File: src/rtl/gpio_evt_pkg.sv
// Package: shared offsets and sizes for the GPIO event/interrupt block.
// Assumes byte offsets on an 8-bit address; only word-aligned offsets decode.
package gpio_evt_pkg;
    localparam int unsigned ADDR_W = 8;

    localparam logic [ADDR_W-1:0] OFS_ENABLE     = 8'h40;
    localparam logic [ADDR_W-1:0] OFS_ENABLE_SET = 8'h44;
    localparam logic [ADDR_W-1:0] OFS_ENABLE_CLR = 8'h48;
    localparam logic [ADDR_W-1:0] OFS_STATUS     = 8'h4C;

    // Kind of write the block recognised on a given cycle.
    typedef enum logic [2:0] {
        WR_NONE,
        WR_EN_LOAD,
        WR_EN_SET,
        WR_EN_CLR,
        WR_ST_CLR
    } wr_kind_e;
endpackage

File: src/rtl/gpio_evt_detect.sv
// Module: gpio_evt_detect
// Per-pin event detector. Produces a one-cycle event vector from the live
// input word, a registered copy of the previous input and the type words.
// Assumes din is already synchronous to clk. The previous copy tracks din
// during reset so that no edge is seen on reset release.
module gpio_evt_detect #(
    parameter int unsigned N = 32
) (
    input  logic         clk,
    input  logic         rst_n,
    input  logic [N-1:0] din,
    input  logic [N-1:0] evt_type,
    input  logic [N-1:0] evt_both,
    output logic [N-1:0] evt
);
    logic [N-1:0] prev_q;

    // Hold last cycle's input; reset loads it from the live input.
    always_ff @(posedge clk) begin
        prev_q <= din;
    end

    // One detector slice per pin.
    for (genvar i = 0; i < N; i++) begin : g_pin
        logic rise;
        logic fall;
        logic edge_hit;

        // Raw edge terms for this pin.
        always_comb begin
            rise     = din[i] & ~prev_q[i];
            fall     = ~din[i] & prev_q[i];
            edge_hit = rise | (evt_both[i] & fall);
        end

        // Select level or edge behaviour for this pin.
        always_comb begin
            if (evt_type[i]) begin
                evt[i] = edge_hit;
            end else begin
                evt[i] = din[i];
            end
        end
    end

    // an edge-type pin never flags an event without an input change
    no_silent_edge_chk: assert property (@(posedge clk) disable iff (!rst_n)
        (((din ^ prev_q) & evt_type) == '0) |-> ((evt & evt_type) == '0));
endmodule

File: src/rtl/gpio_evt_status.sv
// Module: gpio_evt_status
// Sticky per-pin status register. Events set bits; write-one-to-clear drops
// them. A new event in the same cycle as a clear keeps the bit set.
// Assumes clr_mask is zero on cycles without a status write.
module gpio_evt_status #(
    parameter int unsigned N = 32
) (
    input  logic         clk,
    input  logic         rst_n,
    input  logic [N-1:0] evt,
    input  logic [N-1:0] clr_mask,
    output logic [N-1:0] status
);
    logic [N-1:0] status_q;
    logic [N-1:0] status_d;

    // Next state: keep uncleared bits, then merge new events on top.
    always_comb begin
        status_d = (status_q & ~clr_mask) | evt;
    end

    // Status storage with synchronous reset.
    always_ff @(posedge clk) begin
        if (!rst_n) begin
            status_q <= '0;
        end else begin
            status_q <= status_d;
        end
    end

    assign status = status_q;

    // a set bit only falls when its clear bit was written
    status_sticky_chk: assert property (@(posedge clk) disable iff (!rst_n)
        1'b1 |=> ((status_q & $past(status_q & ~clr_mask)) == $past(status_q & ~clr_mask)));

    // every detected event is recorded on the next edge
    event_recorded_chk: assert property (@(posedge clk) disable iff (!rst_n)
        1'b1 |=> ((status_q & $past(evt)) == $past(evt)));
endmodule

File: src/rtl/gpio_evt_enable.sv
// Module: gpio_evt_enable
// Interrupt enable register with a direct load and separate OR-in and
// AND-out aliases. Assumes at most one of the three requests per cycle.
module gpio_evt_enable #(
    parameter int unsigned N = 32
) (
    input  logic         clk,
    input  logic         rst_n,
    input  logic         load_req,
    input  logic         set_req,
    input  logic         clr_req,
    input  logic [N-1:0] wdata,
    output logic [N-1:0] enable
);
    logic [N-1:0] en_q;
    logic [N-1:0] en_d;

    // Choose the next enable value from the active request.
    always_comb begin
        en_d = en_q;
        if (load_req) begin
            en_d = wdata;
        end else if (set_req) begin
            en_d = en_q | wdata;
        end else if (clr_req) begin
            en_d = en_q & ~wdata;
        end
    end

    // Enable storage with synchronous reset.
    always_ff @(posedge clk) begin
        if (!rst_n) begin
            en_q <= '0;
        end else begin
            en_q <= en_d;
        end
    end

    assign enable = en_q;


    en_set_chk: assert property (@(posedge clk) disable iff (!rst_n)
        set_req |=> ((en_q & $past(wdata)) == $past(wdata)));


    en_clr_chk: assert property (@(posedge clk) disable iff (!rst_n)
        clr_req |=> ((en_q & $past(wdata)) == '0));


    en_hold_chk: assert property (@(posedge clk) disable iff (!rst_n)
        !(load_req || set_req || clr_req) |=> (en_q == $past(en_q)));
endmodule

File: src/rtl/gpio_evt_irq.sv
// Module: gpio_evt_irq (top)
// GPIO event detection, sticky status and one maskable interrupt line.
// Decodes its own four offsets from a single-cycle write strobe; event type
// and both-edge words come from the surrounding register file.
// Assumes din is synchronous to clk and rst_n is synchronous active-low.
module gpio_evt_irq
    import gpio_evt_pkg::*;
#(
    parameter int unsigned N = 32
) (
    input  logic              clk,
    input  logic              rst_n,
    input  logic [N-1:0]      din,
    input  logic [N-1:0]      evt_type,
    input  logic [N-1:0]      evt_both,
    input  logic              wr_en,
    input  logic [ADDR_W-1:0] wr_addr,
    input  logic [N-1:0]      wr_data,
    output logic [N-1:0]      evt_status,
    output logic [N-1:0]      evt_enable,
    output logic              irq
);
    wr_kind_e     wr_kind;
    logic [N-1:0] evt;
    logic [N-1:0] st_clr_mask;
    logic         en_load;
    logic         en_set;
    logic         en_clr;
    logic [N-1:0] pending;

    // Classify the incoming write by offset.
    always_comb begin
        wr_kind = WR_NONE;
        if (wr_en) begin
            case (wr_addr)
                OFS_ENABLE:     wr_kind = WR_EN_LOAD;
                OFS_ENABLE_SET: wr_kind = WR_EN_SET;
                OFS_ENABLE_CLR: wr_kind = WR_EN_CLR;
                OFS_STATUS:     wr_kind = WR_ST_CLR;
                default:        wr_kind = WR_NONE;
            endcase
        end
    end

    // Fan the decoded write out to the two register slices.
    always_comb begin
        en_load     = (wr_kind == WR_EN_LOAD);
        en_set      = (wr_kind == WR_EN_SET);
        en_clr      = (wr_kind == WR_EN_CLR);
        st_clr_mask = (wr_kind == WR_ST_CLR) ? wr_data : '0;
    end

    gpio_evt_detect #(.N(N)) u_detect (
        .clk      (clk),
        .rst_n    (rst_n),
        .din      (din),
        .evt_type (evt_type),
        .evt_both (evt_both),
        .evt      (evt)
    );

    gpio_evt_status #(.N(N)) u_status (
        .clk      (clk),
        .rst_n    (rst_n),
        .evt      (evt),
        .clr_mask (st_clr_mask),
        .status   (evt_status)
    );

    gpio_evt_enable #(.N(N)) u_enable (
        .clk      (clk),
        .rst_n    (rst_n),
        .load_req (en_load),
        .set_req  (en_set),
        .clr_req  (en_clr),
        .wdata    (wr_data),
        .enable   (evt_enable)
    );

    // Combine status and enable into the single interrupt line.
    always_comb begin
        pending = evt_status & evt_enable;
        irq     = |pending;
    end

    // enabling a pending pin raises irq on the next cycle
    irq_on_enable_chk: assert property (@(posedge clk) disable iff (!rst_n)
        (en_set && |(wr_data & evt_status)) |=> irq);

    // with no enable bits set the line stays low
    irq_masked_chk: assert property (@(posedge clk) disable iff (!rst_n)
        (evt_enable == '0) |-> !irq);
endmodule

File: config.mk
export PLATFORM = sky130hd
export DESIGN_NAME = gpio_evt_irq
export DESIGN_NICKNAME = d
export VERILOG_FILES = /design/src/rtl/gpio_evt_pkg.sv /design/src/rtl/gpio_evt_detect.sv /design/src/rtl/gpio_evt_status.sv /design/src/rtl/gpio_evt_enable.sv /design/src/rtl/gpio_evt_irq.sv
export SDC_FILE = /design/constraint.sdc
export NUM_CORES = 1
export LEC_CHECK = 0
export ABC_AREA = 0
export BUFFER_PORTS_ARGS = -buffer_cell sky130_fd_sc_hd__buf_4
export CAP_MARGIN = 20
export CORE_ASPECT_RATIO = 2
export CORE_MARGIN = 2
export CORE_UTILIZATION = 35
export DETAILED_ROUTE_END_ITERATION = 8
export GPL_TIMING_DRIVEN = 0
export PLACE_DENSITY_LB_ADDON = 0.25
export SLEW_MARGIN = 10
export SYNTH_ARGS = -nofsm -noshare
export SYNTH_HDL_FRONTEND = slang
export SYNTH_SLANG_ARGS = --single-unit
export TNS_END_PERCENT = 10
File: constraint.sdc
create_clock -name clk -period 4.03 [get_ports clk]
set_clock_uncertainty 0.15 [all_clocks]
set_input_delay 0.2015 -clock clk [delete_from_list [all_inputs] [get_ports clk]]
set_output_delay 0.2015 -clock clk [all_outputs]
set_load 0.01 [all_outputs]
After elaboration in Yosys (flattened, before gate mapping):

Cells that the tools add are included.

* add/sub/neg operators: 0
* $mul: 0
* divide/modulo/power cells: 0
* magnitude comparators: 0
* equal/unequal tests: 8
* shifts and indexed selects: 0
* muxes and demuxes: 38
* bitwise operators: 199
* reductions and logical operators: 2

Operator list (count)
* two-way mux 32 bit: 4
* AND 1 bit: 96
* AND 32 bit: 3
* NOT 1 bit: 64
* NOT 32 bit: 2
* OR 32 bit: 2
* == test 8 x 7 -> 1 bit (second input constant): 4
* two-way mux 1 bit: 32
* OR 1 bit: 32
* OR reduction 32 bit: 1
* one-hot mux 3 bit (4 select lines): 1
* == test 3 x 2 -> 1 bit (second input constant): 2
* == test 3 x 1 -> 1 bit (second input constant): 1
* == test 3 bit (second input constant): 1
* two-way mux 3 bit: 1
* nonzero test 3 bit: 1

* bits in registers: 96
* bits in latches: 0
* memory bits (writable): 0
* ROM bits: 0
* input port bits: 139
* output and inout bits: 65
* memories kept: 0

Logic depth before layout (Yosys ltp):

* depth after elaboration: 8
* depth in mapped cells: 5

Modules after synthesis:

Synthesis repeated with hierarchy kept, for this count alone.

* cell total of the unflattened synthesis: 464
* area, all modules: 4411.7 sq um

By module, submodules not included
* gpio_evt_enable: times used 1, cells each 174, area each 1566.5 sq um
* gpio_evt_detect: times used 1, cells each 128, area each 1286.2 sq um
* gpio_evt_status: times used 1, cells each 99, area each 1114.8 sq um
* gpio_evt_irq: times used 1, cells each 63, area each 444.2 sq um

Worst setup path after synthesis:

Ideal clock, no wire load.

* path kind: register to output
* start point: register u_status.status_q[13] (netlist: u_status.status[13])
* end point: output port irq
* data arrival time: 1.176 ns
* data required time: 3.678 ns
* slack: 2.502 ns
* cell stages (with the launch flop): 4
* cells stage by stage: dfxtp_1 -> a22oi_1 -> nand4_1 -> or4_1

* longest elaborated chain between the ends: 2

Ends and longest elaborated chain
* start, declared: line gpio_evt_status.sv:14 `logic [N-1:0] status_q;`
* start signal, assigned: line gpio_evt_status.sv:27 `status_q <= status_d;`
* AND 32 bit: line gpio_evt_irq.sv:82 `pending = evt_status & evt_enable;`
* OR reduction 32 bit: line gpio_evt_irq.sv:83 `irq = |pending;`
* end, declared: line gpio_evt_irq.sv:21 `output logic irq`

Every way passes these cells.

Worst setup path in the final report:

* start point: register u_status.status_q[30] (netlist: u_status.status[30])
* end point: output port irq

Same word-level chain as after synthesis.

==> results.toml <==
[power_and_ir_drop]
p_per_area_nw_per_um2 = 335
p_int_mw = 1.69
p_total_mw = 2.26
ir_drop_uv = 206
clock_power_share = 0.381
power.share.switching = 0.252
p_seq_frac = 0.455
p_sw_mw = 0.571
leakage_nw = 2.87
power_frac_comb = 0.164

[logic_synthesis]
yosysTopAreaCell = "dfxtp_1"
synth-edff-count = 0
synth_area_leaders = "dfxtp_1, a32o_1, a41oi_1"
synth-seq-cells = 96
netlist_area_um2 = 4120
synth_top_area_share = 0.467
synth_cell_type_count = 23
synthMostInstantiatedCell = "dfxtp_1"
synth-main-ff-cell = "dfxtp_1"
synthCells = 414
synthArstFlopShare = 0
synth_common_cells = "dfxtp_1, nor2_1"
syn_area_per_cell_um2 = 9.95
ys_seq_area_frac = 0.467
syn-num-nets = 553
yosysWarningCount = 0

[clock_tree]
path_clk_slew_ns = 0.07
clock_path_buffers = 2
cts_tree = "done"
ctsHtreeMaxLevel = 3
cts-resized-gates = 0
clock-sinks = 96
clk_latency_ns = 0.34
cts_root_buf = "clkbuf_16"
postCtsHoldBufs = 64
postCtsSetupRepairBufs = 0
cts_buffers = 9

[timing]
fin_crit_ns = 2.15
rsz0062_at_grt = "no"
setup-tns-final_ns = 0
slew_viol_final = 0
fin_crit_sh = 0.533
worst_pin_slew_ns = 0.573
relSlewSlack = 0.618
hold_viol = 0
clock.fmax_mhz = 465
layout_setup_ws_ns = 1.88
whs_ns = 0.0829
final-setup-viol-count = 0

[place]
dp.cells = 762
io_buffers = 203
dp_slack_ns = 2.22
place_area_um2 = 5820
gp_congestion = 0.837
place_hpwl_mm = 11.7

[job]
maxCapViolCount = 0

[floorplan]
fp.coreArea_um2 = 11600
die_w_um = 80.7
io_pins = 204
dieArea_um2 = 12700
start_util = 0.354
fp-row-count = 56
die_h_um = 157

[detailed_routing]
dr.pass1.iters = 4
vias = 4658
drt-initial-drc-count = 256
drc = 0
ant_nets = 0
totalWireLength_mm = 15.4
via_per_inst = 5.53
wl_per_cell_um = 18.3

[grt]
grt_pass1_vias = 4740
grt_pass1_wl_mm = 22.7
grt_max_degree = 17
track_usage = 0.234
grt_overflow = 0
antenna_found_initial = 0

[worst_setup_path]
crit_type = "reg2out"
critPathSlowestCell = "or4_1"
startpoint_type = "flop"
cp.required_ns = 3.68
cpPeakStageDelay_ns = 0.47
cp_cell_sequence = "a22oi_1 > nand4_1 > or4_1 > buf_4"
cp-end-kind = "output port"
crit_fanout = 3
critPathArrivalTime_ns = 1.80

[final_layout]
final_cell_count_no_fill = 842
drive_above_1_share = 0.343
fin_util = 0.581
diodes = 0
finalInstanceArea_um2 = 6760
nets = 831
areaGrowthSynthToFinish_pct = 64.2
fill_cells = 1046

[outcome]
outcome = "complete, no violations"

[min_path]
min_path_type = "in2reg"
## worst paths after layout
| kind | start | endpoint | slack, ns | depth (start not counted) |
|---|---|---|---|---|
| worst max register to register | u_status.status[17] | u_status.status[17] | 2.97 | 3 |
| worst min-delay path | evt_both[10] | u_status.status[10] | 0.08 | 4 |
| worst min register to register | flop | flop | 0.39 | 1 |
| worst max-delay path | u_status.status[30] | irq | 1.88 | 4 |
## cells in the final DEF (no fill, tap or decap), types with 15 or more instances in the layout
master,synthesis,routed
a41oi_1,32,32
o2111ai_1,32,32
buf_4,1,204
dlygate4sd3_1,0,64
nor2_1,33,33
a21boi_0,32,32
a32o_1,32,32
nand3_1,32,32
o31a_1,32,32
clkbuf_1,14,15
a22oi_1,16,16
dfxtp_1,96,96
inv_1,32,32
## area by class of cell
cell class	count	area (um2)	area share
Timing Repair Buffer	267	2160	0.320
Sequential cell	96	1920	0.284
Multi-Input combinational cell	251	1880	0.278
Clock buffer	10	229	0.0339
Buffer	35	196	0.0291
Tap cell	145	181	0.0268
Inverter	32	120	0.0178
Clock inverter	6	67.6	0.00999
## power by group through the flow
| stage | combinational, mW | clock [mW] | sequential (mW) |
|---|---|---|---|
| 3_3_place_gp | 0.313 | 0 | 1.05 |
| 5_1_grt | 0.399 | 0.918 | 1.03 |
| 2_1_floorplan | 0.106 | 0 | 1.05 |
| 3_5_place_dp | 0.319 | 0 | 1.05 |
| 4_1_cts | 0.371 | 0.877 | 1.03 |
| 6_report | 0.370 | 0.863 | 1.03 |
## metal layers
metal / vias up / global-route usage / share of wire
li1: 2218 / - / -
met2: 171 / 0.454 / 0.56
met1: 2234 / 0.227 / 0.35
met3: 35 / 0.0419 / 0.058
met4: 0 / 0.111 / 0.034
met5: - / 0 / 0
## cells by family after synthesis
logic type,synth area share
flip-flops,0.467
AND/OR/NAND/NOR,0.0869
AO/OA/AOI/OAI,0.369
buffers and inverters,0.0769
## critical path, delay by kind of cell (launching register included)
| kind | cells | cell delay [ns] |
|---|---|---|
| buffers and inverters | 1 | 0.16 |
| AOI/OAI and AO/OA | 1 | 0.36 |
| DFF | 1 | 0.33 |
| and+or+nand+nor | 2 | 0.60 |
No activity file was read; power rests on OpenSTA's default activity.
